File: src/rtl/rtc_pi_pkg.sv
package rtc_pi_pkg;
    localparam int BUS_AW = 4;
    localparam int BUS_DW = 8;
    localparam logic [BUS_AW-1:0] OFS_RATE = 4'hA;
    localparam logic [BUS_AW-1:0] OFS_GATE = 4'hB;
    localparam logic [BUS_AW-1:0] OFS_STAT = 4'hC;

    typedef enum logic [0:0] {
        PS_HOLD = 1'b0,
        PS_RUN  = 1'b1
    } ps_state_e;

    typedef struct packed {
        logic periodic;
        logic alarm;
        logic update;
    } evt_t;

    // number of low prescaler bits that span one period; 0 means off
    function automatic int unsigned rate_shift(input logic [3:0] code);
        int unsigned s;
        unique case (code)
            4'd0:    s = 0;
            4'd1:    s = 7;
            4'd2:    s = 8;
            default: s = int'(code) - 1;
        endcase
        return s;
    endfunction
endpackage

File: src/rtl/rtc_pi_prescaler.sv
module rtc_pi_prescaler
    import rtc_pi_pkg::*;
#(
    parameter int DIV_W = 15
) (
    input  logic       clk,
    input  logic       rst_n,
    input  logic       tick,
    input  logic       hold,
    input  logic [3:0] rate,
    output logic       pev
);
    localparam logic [DIV_W-1:0] ONES = {DIV_W{1'b1}};

    ps_state_e        state_q, state_d;
    logic [DIV_W-1:0] cnt_q;
    logic [DIV_W-1:0] mask;
    int unsigned      shift;
    logic             run;

    always_ff @(posedge clk or negedge rst_n) begin
        if (!rst_n) state_q <= PS_RUN;
        else        state_q <= state_d;
    end

    always_comb begin
        state_d = state_q;
        unique case (state_q)
            PS_HOLD: if (!hold) state_d = PS_RUN;
            PS_RUN:  if (hold)  state_d = PS_HOLD;
            default: state_d = PS_HOLD;
        endcase
    end

    always_comb begin
        shift = rate_shift(rate);
        if (shift > DIV_W) shift = DIV_W;
        mask  = ~(ONES << shift);
        run   = (state_q == PS_RUN) && !hold;
        pev   = run && tick && (shift != 0) && ((cnt_q & mask) == mask);
    end

    always_ff @(posedge clk or negedge rst_n) begin
        if (!rst_n)    cnt_q <= '0;
        else if (!run) cnt_q <= '0;
        else if (tick) cnt_q <= cnt_q + 1'b1;
    end
endmodule

File: src/rtl/rtc_pi_regs.sv
module rtc_pi_regs
    import rtc_pi_pkg::*;
(
    input  logic              clk,
    input  logic              rst_n,
    input  logic [BUS_AW-1:0] addr,
    input  logic              wr,
    input  logic              rd,
    input  logic [BUS_DW-1:0] wdata,
    input  logic [BUS_DW-1:0] stat_byte,
    output logic [BUS_DW-1:0] rdata,
    output logic [3:0]        rate,
    output logic              hold,
    output logic [2:0]        gate,
    output logic              stat_clr
);
    logic unused_wbits;
    assign unused_wbits = ^{wdata[7], wdata[5:4]};

    always_ff @(posedge clk or negedge rst_n) begin
        if (!rst_n) begin
            rate <= '0;
            hold <= 1'b0;
            gate <= '0;
        end else if (wr) begin
            if (addr == OFS_RATE) begin
                rate <= wdata[3:0];
                hold <= wdata[6];
            end
            if (addr == OFS_GATE) gate <= wdata[6:4];
        end
    end

    always_comb begin
        rdata    = '0;
        stat_clr = rd && (addr == OFS_STAT);
        if (rd) begin
            unique case (addr)
                OFS_RATE: rdata = {1'b0, hold, 2'b00, rate};
                OFS_GATE: rdata = {1'b0, gate, 4'b0000};
                OFS_STAT: rdata = stat_byte;
                default:  rdata = '0;
            endcase
        end
    end
endmodule

File: src/rtl/rtc_pi_status.sv
module rtc_pi_status
    import rtc_pi_pkg::*;
(
    input  logic              clk,
    input  logic              rst_n,
    input  evt_t              set,
    input  logic              clr,
    input  logic [2:0]        gate,
    output evt_t              flags,
    output logic              irq,
    output logic [BUS_DW-1:0] stat_byte
);
    logic [2:0] set_v, flg_v;
    assign set_v = set;

    for (genvar i = 0; i < 3; i++) begin : g_flag
        always_ff @(posedge clk or negedge rst_n) begin
            if (!rst_n)      flg_v[i] <= 1'b0;
            else if (set_v[i]) flg_v[i] <= 1'b1;
            else if (clr)    flg_v[i] <= 1'b0;
        end
    end

    always_comb begin
        flags     = flg_v;
        irq       = |(flg_v & gate);
        stat_byte = {irq, flg_v, 4'b0000};
    end
endmodule

File: src/rtl/rtc_pi_top.sv
module rtc_pi_top
    import rtc_pi_pkg::*;
#(
    parameter int DIV_W = 15
) (
    input  logic       clk,
    input  logic       rst_n,
    input  logic       tick_32k,
    input  logic       alarm_evt,
    input  logic       update_evt,
    input  logic [3:0] bus_addr,
    input  logic       bus_wr,
    input  logic       bus_rd,
    input  logic [7:0] bus_wdata,
    output logic [7:0] bus_rdata,
    output logic       irq
);
    logic [3:0] rate;
    logic       hold;
    logic [2:0] gate;
    logic       stat_clr;
    logic       pev;
    logic [7:0] stat_byte;
    evt_t       set, flags;

    assign set = '{periodic: pev, alarm: alarm_evt, update: update_evt};

    rtc_pi_regs u_regs (
        .clk, .rst_n,
        .addr(bus_addr), .wr(bus_wr), .rd(bus_rd), .wdata(bus_wdata),
        .stat_byte, .rdata(bus_rdata),
        .rate, .hold, .gate, .stat_clr
    );

    rtc_pi_prescaler #(.DIV_W(DIV_W)) u_pre (
        .clk, .rst_n, .tick(tick_32k), .hold, .rate, .pev
    );

    rtc_pi_status u_stat (
        .clk, .rst_n, .set, .clr(stat_clr), .gate,
        .flags, .irq, .stat_byte
    );
endmodule

File: config.mk
export PLATFORM = sky130hd
export DESIGN_NAME = rtc_pi_top
export DESIGN_NICKNAME = d
export VERILOG_FILES = /design/src/rtl/rtc_pi_pkg.sv /design/src/rtl/rtc_pi_prescaler.sv /design/src/rtl/rtc_pi_regs.sv /design/src/rtl/rtc_pi_status.sv /design/src/rtl/rtc_pi_top.sv
export SDC_FILE = /design/constraint.sdc
export NUM_CORES = 1
export LEC_CHECK = 0
export BUFFER_PORTS_ARGS = -buffer_cell sky130_fd_sc_hd__buf_2
export CAP_MARGIN = 40
export CORE_ASPECT_RATIO = 0.9
export CORE_MARGIN = 3
export CORE_UTILIZATION = 30
export CTS_BUF_LIST = sky130_fd_sc_hd__clkbuf_16
export DETAILED_ROUTE_END_ITERATION = 10
export PLACE_DENSITY = 0.6
export SYNTH_ARGS = -nofsm -noshare
export SYNTH_HDL_FRONTEND = slang
export SYNTH_HIERARCHICAL = 1
export SYNTH_SLANG_ARGS = --single-unit
File: constraint.sdc
create_clock -name clk -period 2.7 [get_ports clk]
set_clock_uncertainty 0.1 [all_clocks]
set_input_delay 0.54 -clock clk [delete_from_list [all_inputs] [get_ports clk]]
set_output_delay 0.54 -clock clk [all_outputs]
set_load 0.01 [all_outputs]
== Yosys cells after proc, flatten, opt, wreduce, memory -nomap -nowiden ==
Index checks and enable logic that the tools add are counted.
Word-level totals
  flip-flop bits (word level): 27
  input port bits: 19
  output and inout bits: 9
  logic and storage cells: 47
Operators by class
  add/sub/neg operators: 2
  magnitude comparators: 1
  eq/ne operators: 7
  shifts and indexed selects: 1
  multiplexer cells: 11
  bitwise logic cells: 3
  reductions and logical operators: 14
Operators by type and width (number)
  one-hot mux 32 bit (3 select lines): 1
  greater-than comparator 32 x 4 -> 1 bit, second input constant: 1
  two-way mux 32 bit: 1
  nonzero test 32 bit: 1
  left shift 15 x 32 -> 15 bit, first input constant: 1
  two-way mux 15 bit: 2
  one-hot mux 8 bit (3 select lines): 1
  adder 15 x 1 -> 15 bit, second input constant: 1
  bitwise AND 15 bit: 1
  equality test 15 bit: 1
  NOT 15 bit: 1
  equality test 4 bit, second input constant: 3
  two-way mux 8 bit: 1
  nonzero test 2 bit: 3
  logical AND 1 bit: 5
  two-way mux 1 bit: 5
  subtractor 4 x 1 -> 5 bit, second input constant: 1
  equality test 4 x 1 -> 1 bit, second input constant: 1
  equality test 4 x 2 -> 1 bit, second input constant: 1
  logical NOT 4 bit: 1
  AND reduction 2 bit: 2
  bitwise AND 3 bit: 1
  OR reduction 3 bit: 1
  inequality test 2 bit, second input constant: 1
  logical NOT 1 bit: 1

== Depth between registers and ports, before layout ==
  word-level depth: 10
  gate-level depth with buffers: 9
  gate-level depth less buffers: 9

== Cells and area by module ==
Netlist, hierarchy kept.
By module, submodules not included
  rtc_pi_prescaler: instances 1, cells an instance 123, area each 1097.3 um^2, sequential area each 401.6 um^2
  rtc_pi_regs: instances 1, cells an instance 47, area each 513.0 um^2, sequential area each 200.2 um^2
  rtc_pi_status: instances 1, cells an instance 18, area each 180.2 um^2, sequential area each 75.1 um^2

== Least setup slack after synthesis ==
Ideal clock, no wire load.
  path kind: register -> register
  from: register u_regs.rate[0]
  to: register u_stat.flg_v[2] (netlist: u_stat/flags[2])
  library setup time: 0.064 ns
  data arrival time: 2.369 ns
  required time: 2.536 ns
  path slack: 0.167 ns
  cell stages (with the launch flop): 10
  path buffers: 0
  period minus slack after synthesis: 2.533 ns
  cells stage by stage: dfrtp_1 > inv_1 > ha_1 > nor2b_1 > a221oi_2 > o31a_1 > o22ai_1 > or4_1 > a2111oi_2 > a21o_1
Between the ends
  longest elaborated chain between the ends: 10
  elaborated cells on any way between the ends: 16
  classes of those cells: 1 x add/sub; 1 x order compare; 3 x eq/ne; 1 x shift; 3 x mux; 2 x bitwise; 5 x reduce/logical
Ends and longest elaborated chain
  from (decl): RTL line rtc_pi_regs.sv:12  | output logic [3:0] rate,
  from (signal assigned): RTL line rtc_pi_regs.sv:27  | rate <= wdata[3:0];
  subtractor 4 x 1 -> 5 bit (tied with other cells): RTL line rtc_pi_pkg.sv:26  | default: s = int'(code) - 1;
  one-hot mux 32 bit (3 select lines) *: RTL line rtc_pi_pkg.sv:22  | unique case (code)
  greater-than comparator 32 x 4 -> 1 bit: RTL line rtc_pi_prescaler.sv:37  | if (shift > DIV_W) shift = DIV_W;
  two-way mux 32 bit *: RTL line rtc_pi_prescaler.sv:37
  left shift 15 x 32 -> 15 bit: RTL line rtc_pi_prescaler.sv:38  | mask = ~(ONES << shift);
  NOT 15 bit: RTL line rtc_pi_prescaler.sv:38
  bitwise AND 15 bit: RTL line rtc_pi_prescaler.sv:40  | pev = run && tick && (shift != 0) && ((cnt_q & mask) == mask);
  equality test 15 bit: RTL line rtc_pi_prescaler.sv:40
  logical AND 1 bit *: RTL line rtc_pi_prescaler.sv:40
  via pev: RTL line rtc_pi_top.sv:22  | logic pev;
  two-way mux 1 bit or nonzero test 2 bit (tied branches)
  to (signal, indexed assignment): RTL line rtc_pi_status.sv:18  | if (!rst_n) flg_v[i] <= 1'b0;
  to (signal, indexed assignment): RTL line rtc_pi_status.sv:19  | else if (set_v[i]) flg_v[i] <= 1'b1;
  to (signal, indexed assignment): RTL line rtc_pi_status.sv:20  | else if (clr) flg_v[i] <= 1'b0;
  to (decl): RTL line rtc_pi_status.sv:13  | logic [2:0] set_v, flg_v;
The timed path passes the listed nets; every way through them passes the cells marked *.
A chain may end at the register's enable or synchronous reset.

== Final worst setup path ==
  from: register u_regs.rate[1]
  to: register u_stat.flg_v[2] (netlist: u_stat/flags[2])
The elaborated chain is that of the path after synthesis.

==> metrics.yaml <==
detailedRoute.firstPassIterationCount: 4
yosysWarningCount: 6
finalHoldViolations: 0
part_of_the_cycle_the_worst_path_needs_pct: 95.7
detail_route.iter0.violations: 57
drive_above_1_share_pct: 32.4
finalCriticalPeriod_ns: 2.59
track_usage_pct: 11.3
postRouteWirelength_mm: 3.92
timing.reg2reg.worst_path_depth: 9
pre_cts_ws_ns: 0.0734
cts_tree: "yes"
synthesis.area_mm2: 0.00179
grt_pass1_vias: 1429
setup_total_negative_slack_ns: 0
worst_ir_drop_vdd_v: 0.000288
postSynth.topFlopCell: "dfrtp_1"
nNetsFinal: 245
netlist-cell-type-count: 55
pwr_dens_mw_per_mm2: 633
die_area_mm2: 0.00693
stdcell_area_mm2: 0.00217
worst_setup_path_end_kind: "flop"
tritoncts_num_sinks: 27
cts.repair.resized: 0
run_status: "finished clean"
route.detailed.drc: 0
maxCapViolCount: 0
post_synth_main_area_contributors: "dfrtp_1, nor2_1, mux2_2, ha_1, xor2_1"
timing.hold.worst.class: "in2async"
wire_length_of_the_first_global_routing_pass_mm: 6.53
globalRoute.totalOverflow: 0
dieWidth_um: 87.4
setup_ws_ns: 0.115
clk_transition_reported_paths_ns: 0.07
hold_buffers: 0
dpl.hpwl_mm: 2.88
num_vias: 1477
synth_top_area_share_pct: 36.3
setup_violating_endpoint_count_in_the_final_report: 0
grt_antenna_before_repair: 0
insertion_delay_to_the_later_sink_of_the_worst_skew_pair_ns: 0.26
per_cell_via_count_in_the_routed_design: 5.11
yosys_register_bits: 27
std_cell_rows: 26
syn-mean-instance-area_um2: 9.52
cp_max_fo: 4
r2r_start: "u_regs/rate[1]$_DFFE_PN0P_"
num-fill-cells: 584
layout_commonest_cell: "nor2_1"
die_h_um: 79.3
slew_violations: 0
rsz_0062_raised_after_global_routing: "no"
yosysSeqAreaShare_pct: 37.8
relSlewSlack_pct: 49.9
cts.repair_timing.setup_buffer_count: 0
cts-root-buf: "clkbuf_16"
pin_count: 28
tightestPinTransition_ns: 0.741
area_growth_syn_to_layout_pct: 21.3
timing.critical_path.arrival_ns: 2.69
worst-r2r-setup-slack_ns: 0.11
htreeDepth: 1
timing.fmax_mhz: 387
worst-endpoint-required_ns: 2.81
yosysTopAreaCell: "dfrtp_1"
synthCells: 188
critPathLaunchType: "flop"
i_o_buffers: 26
clockBufferDepth: 2
rr_endpoint: "u_stat/flags[2]$_DFFE_PN0P_"
synth_edf_count: 0
detailed_place.area_mm2: 0.00201
layout_common_cells: "nor2_1, buf_2, dfrtp_1, buf_4"
antenna_violating_nets_post_route: 0
pin_count_of_the_biggest_net_entering_global_routing: 28
postSynth.asyncResetShare_pct: 100
place.gp.congestion: 0.809
power_leakage_nw: 0.907
initial_utilization_pct: 31.3
postLayoutCoreUtil_pct: 37.9
total_power_mw: 1.37
cts_made_buffers: 3
antenna_cells_inserted: 0
core_area_mm2: 0.00573
route.detailed.wl_per_inst_um: 13.6
timing.setup.critical_path_class: "reg2reg"
worst max-delay path: stages, from the launching register on:
cell and delay [ns]:
dfrtp_1 0.42, inv_2 0.12, ha_2 0.22, nor2_1 0.06
a21oi_1 0.18, o22ai_2 0.11, a221o_1 0.32, or4_4 0.49
a2111oi_4 0.38, a21o_1 0.12
through the flow:
stage / hold slack [ns] / cells
after floorplan: 0.144 / 191
after global placement: 0.319 / 285
after detailed placement: 0.318 / 285
after CTS: 0.211 / 289
after global routing: 0.229 / 289
final: 0.178 / 289
Yosys cell counts, drive strengths merged, types with 5 or more instances:
| library cell | count |
|---|---|
| o21ai | 5 |
| a22oi | 6 |
| dfrtp | 26 |
| buf | 9 |
| inv | 7 |
| nand3 | 6 |
| xor2 | 8 |
| ha | 6 |
| nand4 | 5 |
| mux2 | 8 |
| nand2 | 8 |
| nor2 | 27 |
| a21oi | 8 |
cell type report:
type | instances | area, um2 | area share, %
inverter | 7 | 26.3 | 1.21
clock buffer | 3 | 75.1 | 3.46
timing repair buffer | 35 | 198 | 9.10
multi-input combinational | 146 | 1100 | 50.7
sequential | 27 | 677 | 31.2
tap | 70 | 87.6 | 4.03
clock inverter | 1 | 7.51 | 0.346
cells by family after synthesis:
logic type / Yosys count / synth area share, %
adders and majority gates: 6 / 4.19
and+or+nand+nor: 73 / 23.1
AOI/OAI and AO/OA: 42 / 17.7
muxes: 9 / 5.59
DFF: 27 / 37.8
other: 1 / 0.209
xor gates and xnor gates: 12 / 5.87
buffers and inverters: 18 / 5.52
power by group:
group / switching (mW) / internal, mW / total (mW)
logic: 0.280 / 0.247 / 0.526
clock network: 0.144 / 0.201 / 0.345
registers: 0.0506 / 0.452 / 0.503
registers in the layout (all words and copies together) (netlist names):
register / count
u_pre/state_q: 1
u_pre/cnt_q: 15
u_regs/hold: 1
u_regs/gate: 3
u_stat/flags: 3
u_regs/rate: 4
routing by layer:
| layer | up-vias | global-route usage [%] | routed length [um] |
|---|---|---|---|
| li1 | 730 | - | - |
| met1 | 703 | 16.0 | 1900 |
| met2 | 42 | 17.5 | 1720 |
| met3 | 2 | 3.11 | 276 |
| met4 | 0 | 1.69 | 14 |
| met5 | - | 0 | 0 |
how the worst max path moves through the flow:
stage | from | to | slack [ns] | cells after the start
2_1_floorplan | u_regs/rate[0]$_DFFE_PN0P_ | u_stat/flags[2]$_DFFE_PN0P_ | 0.17 | 9
3_3_place_gp | u_regs/rate[1]$_DFFE_PN0P_ | u_stat/flags[2]$_DFFE_PN0P_ | 0.08 | 9
3_5_place_dp | u_regs/rate[1]$_DFFE_PN0P_ | u_stat/flags[2]$_DFFE_PN0P_ | 0.07 | 9
4_1_cts | u_regs/rate[1]$_DFFE_PN0P_ | u_stat/flags[2]$_DFFE_PN0P_ | 0.05 | 9
5_1_grt | u_regs/rate[1]$_DFFE_PN0P_ | u_stat/flags[2]$_DFFE_PN0P_ | 0.007 | 9
6_report | u_regs/rate[1]$_DFFE_PN0P_ | u_stat/flags[2]$_DFFE_PN0P_ | 0.11 | 9
(Power assumes the default switching activity.)
